$ cat src/rtl/strap_power_pkg.sv
package strap_power_pkg;

  typedef enum logic [1:0] {
    MODE_LEGACY = 2'b00,
    MODE_NEWER  = 2'b01,
    MODE_NOLINK = 2'b10
  } link_mode_e;

  function automatic link_mode_e decode_straps(input logic lclk_s, input logic sel_s);
    if (lclk_s)     return MODE_NOLINK;
    else if (sel_s) return MODE_NEWER;
    else            return MODE_LEGACY;
  endfunction

endpackage

$ cat src/rtl/sp_rst_sync.sv
module sp_rst_sync #(
  parameter int STAGES = 2
) (
  input  logic clk,
  input  logic arst_n,
  output logic rst_n_o
);
  logic [STAGES-1:0] sync_q;
  logic [STAGES-1:0] sync_d;

  always_comb begin
    sync_d = {sync_q[STAGES-2:0], 1'b1};
  end

  always_ff @(posedge clk or negedge arst_n) begin
    if (!arst_n) sync_q <= '0;
    else         sync_q <= sync_d;
  end

  assign rst_n_o = sync_q[STAGES-1];
endmodule

$ cat src/rtl/sp_strap_capture.sv
module sp_strap_capture
  import strap_power_pkg::*;
#(
  parameter int SYNC_STAGES = 2
) (
  input  logic       clk,
  input  logic       rst_int_n,
  input  logic       lclk_strap_i,
  input  logic       mode_sel_strap_i,
  output link_mode_e mode_o
);
  logic [SYNC_STAGES-1:0] lclk_sync_q;
  logic [SYNC_STAGES-1:0] sel_sync_q;
  link_mode_e             mode_q;
  link_mode_e             mode_d;
  logic                   capture_en;

  // Synchronizer chains run freely; they hold no reset state.
  always_ff @(posedge clk) begin
    lclk_sync_q <= {lclk_sync_q[SYNC_STAGES-2:0], lclk_strap_i};
    sel_sync_q  <= {sel_sync_q[SYNC_STAGES-2:0], mode_sel_strap_i};
  end

  // Capture is open for as long as the internal reset is held, so the last
  // load happens on the edge where that reset releases.
  assign capture_en = !rst_int_n;

  always_comb begin
    mode_d = mode_q;
    if (capture_en)
      mode_d = decode_straps(lclk_sync_q[SYNC_STAGES-1], sel_sync_q[SYNC_STAGES-1]);
  end

  always_ff @(posedge clk) begin
    mode_q <= mode_d;
  end

  assign mode_o = mode_q;
endmodule

$ cat src/rtl/sp_port_flag.sv
module sp_port_flag (
  input  logic disabled_i,
  input  logic hard_dis_i,
  input  logic sleep_en_i,
  input  logic connected_i,
  input  logic asleep_i,
  input  logic ds_i,
  input  logic active_i,
  output logic power_off_o
);
  logic forced_off;
  logic link_down;
  logic ds_idle;

  always_comb begin
    forced_off  = disabled_i & (hard_dis_i | sleep_en_i);
    link_down   = !connected_i | asleep_i;
    ds_idle     = ds_i & !active_i;
    power_off_o = forced_off | link_down | ds_idle;
  end
endmodule

$ cat src/rtl/strap_power_indicator.sv
module strap_power_indicator
  import strap_power_pkg::*;
#(
  parameter int NPORTS      = 3,
  parameter int DW          = 8,
  parameter int ALL_BIT     = 6,
  parameter int SYNC_STAGES = 2,
  parameter int RST_STAGES  = 2
) (
  input  logic              clk,
  input  logic              hw_rst_n,
  input  logic              lclk_strap_i,
  input  logic              mode_sel_strap_i,
  input  logic [NPORTS-1:0] port_disabled_i,
  input  logic [NPORTS-1:0] port_hard_dis_i,
  input  logic [NPORTS-1:0] port_sleep_en_i,
  input  logic [NPORTS-1:0] port_connected_i,
  input  logic [NPORTS-1:0] port_asleep_i,
  input  logic [NPORTS-1:0] port_ds_i,
  input  logic [NPORTS-1:0] port_active_i,
  input  logic [DW-1:0]     link_data_i,
  output logic [1:0]        mode_o,
  output logic [DW-1:0]     data_o
);
  localparam int RSV_LO = NPORTS;

  logic              rst_int_n;
  link_mode_e        mode;
  logic [NPORTS-1:0] port_off;
  logic [DW-1:0]     flag_bus;
  logic [DW-1:0]     data_d;
  logic [DW-1:0]     data_q;

  sp_rst_sync #(.STAGES(RST_STAGES)) u_rst_sync (
    .clk    (clk),
    .arst_n (hw_rst_n),
    .rst_n_o(rst_int_n)
  );

  sp_strap_capture #(.SYNC_STAGES(SYNC_STAGES)) u_capture (
    .clk             (clk),
    .rst_int_n       (rst_int_n),
    .lclk_strap_i    (lclk_strap_i),
    .mode_sel_strap_i(mode_sel_strap_i),
    .mode_o          (mode)
  );

  for (genvar p = 0; p < NPORTS; p++) begin : g_port
    sp_port_flag u_flag (
      .disabled_i (port_disabled_i[p]),
      .hard_dis_i (port_hard_dis_i[p]),
      .sleep_en_i (port_sleep_en_i[p]),
      .connected_i(port_connected_i[p]),
      .asleep_i   (port_asleep_i[p]),
      .ds_i       (port_ds_i[p]),
      .active_i   (port_active_i[p]),
      .power_off_o(port_off[p])
    );
  end

  // Bus layout: one flag per port from bit 0 up, the all-ports bit, zeros elsewhere.
  for (genvar b = 0; b < DW; b++) begin : g_bit
    if (b < RSV_LO) begin : g_flag
      assign flag_bus[b] = port_off[b];
    end else if (b == ALL_BIT) begin : g_all
      assign flag_bus[b] = &port_off;
    end else begin : g_rsv
      assign flag_bus[b] = 1'b0;
    end
  end

  always_comb begin
    data_d = (mode == MODE_NOLINK) ? flag_bus : link_data_i;
  end

  always_ff @(posedge clk or negedge rst_int_n) begin
    if (!rst_int_n) data_q <= '0;
    else            data_q <= data_d;
  end

  assign mode_o = mode;
  assign data_o = data_q;
endmodule

$ cat config.mk
export PLATFORM = sky130hd
export DESIGN_NAME = strap_power_indicator
export DESIGN_NICKNAME = d
export VERILOG_FILES = /design/src/rtl/strap_power_pkg.sv /design/src/rtl/sp_rst_sync.sv /design/src/rtl/sp_strap_capture.sv /design/src/rtl/sp_port_flag.sv /design/src/rtl/strap_power_indicator.sv
export SDC_FILE = /design/constraint.sdc
export NUM_CORES = 1
export LEC_CHECK = 0
export ABC_AREA = 1
export BUFFER_PORTS_ARGS = -buffer_cell sky130_fd_sc_hd__buf_2
export CORE_MARGIN = 5
export CORE_UTILIZATION = 38
export DETAILED_ROUTE_END_ITERATION = 6
export PLACE_DENSITY = 0.77
export SLEW_MARGIN = 25
export SYNTH_ARGS = -nofsm -noshare
export SYNTH_HDL_FRONTEND = slang
export SYNTH_HIERARCHICAL = 1
export SYNTH_SLANG_ARGS = --single-unit
$ cat constraint.sdc
create_clock -name clk -period 0.8 [get_ports clk]
set_clock_uncertainty 0.15 [all_clocks]
set_input_delay 0.04 -clock clk [delete_from_list [all_inputs] [get_ports clk]]
set_output_delay 0.04 -clock clk [all_outputs]
set_load 0.01 [all_outputs]
==> run metrics, run 1 <==
final setup margin=-267 ps; leakage=0.556 nW; fraction of the mapped netlist area in adder cells=0%; syn nets=97; total number of vias=571; main combinational cell family by area after synthesis=simple AND/OR/NAND/NOR gates; Core Region=1510 µm²; Setup Fix Bufs, Post-CTS=0; fmax=0.937 GHz; Row Count=14; first-pass GRT wire length=2.37 mm; CP Buf/Inv Count=1; R2R Path Start=u_capture/mode_o[1]; Post-DRT Antenna Nets=0; clk buf depth=2; routed length per instance=10.8 µm; register area=392 µm²; hold_ws=-81.9 ps; CP Launch Point=u_capture/mode_o[1]; CTS Hold Bufs=11; htree depth=1; Synth Flop Type=dfrtp_1; grt peak-use layer=met2; Setup crit end kind=output pin; WP data arrival=880 ps; First DRT Iteration DRCs=2; synth top area cells=dfrtp_1 (42%), dfxtp_1 (13%), edfxtp_1 (10%); M3 GR Usage=8.13%; routed wire length=1.49 mm; initial antenna violation count=0; Final Hold Viols=4; Cell Chain, Critical Path=buf_2; Multi-input gate area=189 µm²; ANT cells=0; crit path max-delay cell type=edfxtp_1; # IOs=43; clock root cell=clkbuf_4; compound-gate portion of the synthesized area=3.34%; largest net degree at the start of global routing=10; CP max FO=2; die width=49.7 µm; number of global-route vias before repair=577; I/O Buffers=42; Reg clk slew, reported paths=90 ps; First-pass DRT Iterations=2; CTS Buf Count=3; M2 GR Usage=20.8%; synth cell count leaders=nand2_1 (13), dfrtp_1 (10), nor2_1 (10), inv_1 (9), dfxtp_1 (4); Initial Util=39.8%; Post-synth ARST share=62.5%; EDFF count, synth=2; RD Place Congestion=0.674; Vias/cell=4.14; total negative setup slack=-3670 ps; TritonCTS clock tree=done; DR DRC count=0; delay-heaviest family, CP=flip-flops; Crit path largest cell delay=430 ps; Slew Limit Fails=0; synth unique cells=16; simple-gate share of the synthesized area=21.3%; MaxCap Viol Count=0; fin crit share=133%; Sink Count=16; startpoint types=flop; failing checks=hold timing, setup timing; Synth Register Bits=16; Die Outline Area=2470 µm²; critical path class=flop to output pin; status=finished, violations left; post-synthesis mux area share=0%; number of warning messages in the yosys log=6; top-area cell type share of the netlist area=41.8%; Final #Nets=156; maximum vdd ir drop=0.000956 V; count leader, synth=nand2_1; Die Y=49.7 µm; Period minus WS final=1070 ps; leading area contributor after synthesis=dfrtp_1; RSZ-0062 raised after global routing=yes; Hold WC Path Type=primary input to asynchronous set/reset pin; gr ovfl total=0; M1 GR Usage=12.1%; cell area power density=1620 nW/µm²; fillers=119; share of the yosys chip area belonging to registers=65.1%; Required @ worst endpoint=610 ps; mean post-synth cell area=9.36 µm²; latest clock arrival within the worst-skew pair=280 ps; layout cells sized above 1=50.8%; Mapped Area=599 µm²; area grow syn2layout=70.1%; setup violators final=20; Total GRT Usage=12.7%; Mapped Cells=64; Post-Synth XOR/XNOR Area=0%; HPWL Detailed=1.08 mm
path summary, 6_finish.rpt:
| check | endpoint | slack [ps] | cells past startpoint |
|---|---|---|---|
| worst min register to register | data_o[0] | 40 | 1 |
| min in group clk | data_o[2] | -10 | 5 |
| max in group asynchronous | data_o[2] | 330 | 1 |
| worst min-delay path | u_rst_sync/sync_q[0] | -80 | 2 |
| worst max register to register | data_o[1] | -260 | 4 |
| worst max-delay path | mode_o[1] | -270 | 1 |
layer usage:
metal / part of all wire (%) / wire (µm)
met1: 32 / 482
met3: 11 / 161
met4: 0 / 0
met2: 57 / 849
met5: 0 / 0
layout by cell type (no fill, tap or decap), types with 2 or more instances in the layout:
cell / synthesis / layout
dfrtp_1: 10 / 9
inv_2: 1 / 2
clkinv_1: 3 / 4
dlygate4sd3_1: 0 / 11
nand2_1: 13 / 10
inv_1: 9 / 8
edfxtp_1: 2 / 2
o21ai_0: 3 / 3
dfxtp_1: 4 / 4
nand2_4: 1 / 2
nor2_4: 0 / 3
nand2_2: 3 / 5
nor2_1: 10 / 6
clkbuf_4: 0 / 3
nor2_2: 1 / 2
buf_2: 0 / 42
cell families (layout without fill, tap and decap cells):
kind of cell,count (synthesis),in the layout
buffers and inverters,14,72
and+or+nand+nor,29,29
AOI/OAI and AO/OA,4,4
DFF,16,16
other,1,1
report_power, final:
part / total [W] / switching (W) / internal, W
combinational: 0.000333 / 0.000162 / 0.000171
clock: 0.000417 / 0.000237 / 0.000181
sequential: 0.000900 / 0.0000188 / 0.000882
cell type report:
| cell class | count | area share (%) |
|---|---|---|
| clock buffers | 3 | 2.21 |
| multi-input cells | 34 | 18.5 |
| clock inverters | 1 | 0.368 |
| well taps | 16 | 1.96 |
| flip-flops and latches | 16 | 38.4 |
| inverters | 14 | 6.38 |
| repair buffers | 54 | 32.1 |
repair_timing:
action	in CTS	in global routing
gates resized for setup	2	11
endpoints found under the hold margin	12	3
endpoints found under the setup margin	20	20
flip-flops by register name (all words and copies together) (netlist names):
| name | cells |
|---|---|
| data_o | 8 |
| u_capture/lclk_sync_q | 2 |
| u_capture/mode_o | 2 |
| u_capture/sel_sync_q | 2 |
| u_rst_sync/sync_q | 2 |
stage by stage:
| stage | utilization, % | power, W | cells | setup WS (ps) | cell area (µm²) |
|---|---|---|---|---|---|
| final | 67.7 | 0.00165 | 138 | -267 | 1020 |
| after global routing | 67.7 | 0.00176 | 138 | -316 | 1020 |
| after CTS | 65.0 | 0.00163 | 138 | -276 | 980 |
| after detailed placement | 55.6 | 0.00118 | 123 | -158 | 838 |
| after global placement | 55.6 | 0.00117 | 123 | -141 | 838 |
| after floorplan | - | 0.00104 | 64 | -175 | 601 |
(Power assumes the default switching activity.)
==> run 2, diff against run 1 <==
Settings changed: CORE_MARGIN 5 to 1.5, REMOVE_ABC_BUFFERS set to 1.
==> run 2 against run 1 <==
  * Flip-flop and latch count is the same
  * The flow still finishes with violations (hold timing, setup timing)
  * Cell area shrank 1.1%
  * Clock power shrank 4%
  * Die area shrank 26%
  * Sequential share of layout area grew 0.30 points
  * Largest cell class unchanged
  * Highest routed layer unchanged
  * Cell count grew 2.2%
  * Wire length shrank 21%
  * First-iteration DRC count grew 50%
  * Critical path type unchanged
  * Global-route usage grew 2.8 points
  * Critical path depth grew 1
  * Total power shrank 2.0%
  * Combinational power shrank 5%
==> run metrics, run 2 (synthesized netlist as in run 1, its figures left out) <==
Total GRT Usage=15.5%; r2r setup slk=-280 ps; fin crit share=139%; First-pass DRT Iterations=2; CP Buf/Inv Count=2; Vias/cell=4.16; Final Hold Viols=5; clk buf depth=2; max FFs per register=8; commonest non-fill, non-tap cells in the layout=buf_2 (41), nand2_1 (13), dlygate4sd3_1 (11), dfrtp_1 (10), nor2_1 (9); htree depth=1; Required @ worst endpoint=610 ps; fmax=0.898 GHz; number of global-route vias before repair=614; latest clock arrival within the worst-skew pair=270 ps; largest net degree at the start of global routing=10; layout cells sized above 1=47.2%; delay-heaviest family, CP=flip-flops; Slew Limit Fails=0; Reg clk slew, reported paths=80 ps; critical path class=flop to output pin; clock root cell=clkbuf_4; Cell Chain, Critical Path=buf_6 -> buf_6; RSZ-0062 raised after global routing=yes; RD Place Congestion=0.676; reg2reg end=data_o[2]; Initial Util=40.3%; total negative setup slack=-4150 ps; total number of vias=586; first-pass GRT wire length=2.13 mm; area grow syn2layout=68.3%; setup violators final=20; Hold WC Path Type=primary input to asynchronous set/reset pin; Final #Nets=159; Setup crit end kind=output pin; Crit path largest cell delay=410 ps; maximum vdd ir drop=0.00117 V; Sink Count=16; R2R depth=6; R2R Path Start=u_capture/mode_o[0]; TritonCTS clock tree=done; WP data arrival=920 ps; non-filler instance count after layout=141; final setup margin=-313 ps; initial antenna violation count=0; routed length per instance=8.41 µm; I/O Buffers=42; hold_ws=-82.0 ps; Die Y=42.7 µm; routed wire length=1.19 mm; cell area power density=1600 nW/µm²; CTS Buf Count=3; Post-DRT Antenna Nets=0; ANT cells=0; startpoint types=flop; dpl ws=-153 ps; DR DRC count=0; gr ovfl total=0; Die Outline Area=1820 µm²; dpl cells=124; Core Region=1490 µm²; die width=42.7 µm; leakage=0.564 nW; CP max FO=2; Period minus WS final=1110 ps; most used cell, CP=buf_6; failing checks=hold timing, setup timing; status=finished, violations left; # IOs=43; crit path max-delay cell type=edfxtp_1; MaxCap Viol Count=0; commonest non-fill, non-tap cell in the layout=buf_2; CTS Hold Bufs=11; Row Count=14; First DRT Iteration DRCs=3; HPWL Detailed=897 µm
==> run 2: cell count changes in the layout (fill, tap and decap cells not counted), moves of 2 or more <==
| cell | before | now |
|---|---|---|
| nand2_1 | 10 | 13 |
| nor2_1 | 6 | 9 |
| nor2_4 | 3 | 0 |
| buf_4 | 1 | 3 |
| buf_6 | 0 | 2 |
| nand2_2 | 5 | 3 |
==> run 2: repair_timing <==
action | 4_1_cts | 5_1_grt
setup buffers | 1 | 1
setup endpoints to repair | 20 | 21
gates resized for setup | 3 | 2
hold endpoints to repair | 12 | 2
==> run 2: worst max path at each step <==
stage | from | end | slack [ps] | cells past startpoint
2_1_floorplan | u_rst_sync/sync_q[1] | u_capture/mode_o[0] | -220 | 1
3_3_place_gp | u_capture/mode_o[1] | data_o[1] | -130 | 4
3_5_place_dp | u_capture/mode_o[1] | data_o[2] | -150 | 4
4_1_cts | u_capture/mode_o[0] | mode_o[0] | -310 | 2
5_1_grt | u_capture/mode_o[0] | mode_o[0] | -360 | 2
6_report | u_capture/mode_o[0] | mode_o[0] | -310 | 2
==> run 2: power breakdown <==
group | leakage [nW] | switching [W] | internal, W
registers | 0.172 | 0.0000207 | 0.000881
logic | 0.377 | 0.000137 | 0.000178
clock network | 0.0150 | 0.000207 | 0.000193
total | 0.564 | 0.000365 | 0.00125
==> run 2: cell type report <==
type	instances	area, µm²
fillers	119	480
flip-flops and latches	16	390
repair buffers	57	360
multi-input cells	34	154
inverters	14	57.6
clock buffers	4	26.3
well taps	16	20.0
==> run 2: routing by layer <==
metal	routed length (µm)	track usage, %	share of wire (%)	up-vias
li1	-	-	-	305
met1	361	11.4	30	265
met5	0	0	0	-
met2	753	33.0	63	16
met3	71	7.23	6.0	0
met4	0	3.75	0	0
==> run 2: stage by stage <==
step           utilization, %  area, µm²  power (W)
5_1_grt                  67.7       1010    0.00172
4_1_cts                  67.0        997    0.00163
6_report                 67.7       1010    0.00162
3_5_place_dp             56.7        845    0.00117
2_1_floorplan               -        599    0.00103
3_3_place_gp             56.7        845    0.00117
==> run 3, diff against run 2 <==
Settings changed: CORE_UTILIZATION 38 to 34, PLACE_DENSITY 0.77 to 0.73.
Clock period 0.8 ns to 1 ns, I/O delays scaled along.
==> run 3 against run 2 <==
  * Clock power is 18% lower
  * Critical path type is now flop to flop
  * Largest cell class unchanged
  * The run still ends with hold timing, setup timing left
  * Critical endpoint is now data_o[2]
  * Register-to-register slack better by 220 ps
  * Setup slack improved by 260 ps
  * Flip-flop and latch count did not move
  * Sequential share of layout area fell by 1.1 points
  * Total power fell by 18%
  * Die area up 11%
==> run metrics, run 3 (synthesized netlist as in run 1, its figures left out) <==
total power=0.00133 W; cell area power density=1280 nW/µm²; fin crit share=106%; total number of vias=573; WP data arrival=1080 ps; leakage=0.566 nW; Reg clk slew, reported paths=80 ps; HPWL Detailed=992 µm; total negative setup slack=-271 ps; MaxCap Viol Count=0; die width=45.0 µm; gr ovfl total=0; Core Region=1580 µm²; Hold WC Path Type=primary input to flop; First DRT Iteration DRCs=3; htree depth=1; Vias/cell=4.09; RSZ-0062 raised after global routing=yes; ANT cells=0; largest net degree at the start of global routing=10; status=finished, violations left; fmax=0.947 GHz; # IOs=43; Initial Util=38.0%; hold_ws=-11.9 ps; Die Outline Area=2020 µm²; CTS Buf Count=3; Sink Count=16; Slew Limit Fails=0; Row Count=14; fin area=1040 µm²; Post-DRT Antenna Nets=0; fillers=134; setup violators final=8; initial antenna violation count=0; number of global-route vias before repair=614; Period minus WS final=1060 ps; clock root cell=clkbuf_4; commonest non-fill, non-tap cells in the layout=buf_2 (41), nand2_1 (12), dlygate4sd3_1 (12), dfrtp_1 (10), inv_1 (9); Total GRT Usage=15.8%; routed wire length=1.43 mm; Final Hold Viols=3; Placed Area=837 µm²; latest clock arrival within the worst-skew pair=270 ps; Final #Nets=158; Die Y=45.0 µm; final setup margin=-56.4 ps; Required @ worst endpoint=1020 ps; CP max FO=7; failing checks=hold timing, setup timing; maximum vdd ir drop=0.000892 V; clk buf depth=2; dpl ws=37.8 ps; DR DRC count=0; commonest non-fill, non-tap cell in the layout=buf_2; First-pass DRT Iterations=4; Setup crit end kind=flop; max FFs per register=8; startpoint types=flop; RD Place Congestion=0.743; TritonCTS clock tree=done; I/O Buffers=42; routed length per instance=10.2 µm; first-pass GRT wire length=2.24 mm; area grow syn2layout=73.3%; critical path class=flop to flop; layout cells sized above 1=46.8%
[run 3: layer usage]
metal  share of wire, %  track usage (%)  up-vias
met5                  0                0        -
met4                  0             1.76        0
met3                7.4             6.40        0
met2                 61             34.6       27
met1                 31             12.4      242
li1                   -                -      304
[run 3: worst paths after layout]
| path | slack, ps | startpoint | cells past startpoint | to |
|---|---|---|---|---|
| worst min-delay path | -10 | port_hard_dis_i[1] | 5 | data_o[1] |
| max in group asynchronous | 120 | hw_rst_n | 3 | u_rst_sync/sync_q[0] |
| worst max-delay path | -60 | u_capture/mode_o[1] | 5 | data_o[2] |
| min in group asynchronous | 20 | u_rst_sync/sync_q[1] | 1 | data_o[0] |
| worst min register to register | 20 | u_rst_sync/sync_q[1] | 1 | data_o[0] |
| worst max register to register | -60 | u_capture/mode_o[1] | 5 | data_o[2] |
[run 3: what timing repair did]
| action | 4_1_cts | 5_1_grt |
|---|---|---|
| setup buffers | 1 | 0 |
| endpoints found under the setup margin | 2 | 16 |
| endpoints found under the hold margin | 12 | 0 |
| pin swaps | 1 | 2 |
| resized for setup | 1 | 10 |
| hold buffers | 12 | 0 |
[run 3: cell type report]
cell class | count | area, µm² | area share, %
inverter | 14 | 60.1 | 5.78
clock buffer | 4 | 26.3 | 2.53
multi-input combinational | 34 | 186 | 18.0
sequential | 16 | 390 | 37.6
timing repair buffer | 56 | 355 | 34.2
tap | 16 | 20.0 | 1.93
[run 3: stage by stage]
stage / instances / hold slack [ps] / utilization [%]
detailed placement: 123 / -313 / 53.1
floorplan: 64 / -396 / -
finish: 140 / -11.9 / 65.9
global placement: 123 / -314 / 53.1
global route: 140 / 2.54 / 65.9
CTS: 140 / -22.6 / 63.0
[run 3: critical path, stage by stage, from the launching register on]
cell and delay (ps):
edfxtp_1 420, buf_6 150, nand2_8 90, inv_8 50
nand2_2 40, nand2_1 40
[run 3: report_power, final]
part | internal, W | switching (W)
logic | 0.000149 | 0.000130
registers | 0.000705 | 0.0000169
clock network | 0.000155 | 0.000174
total | 0.00101 | 0.000321
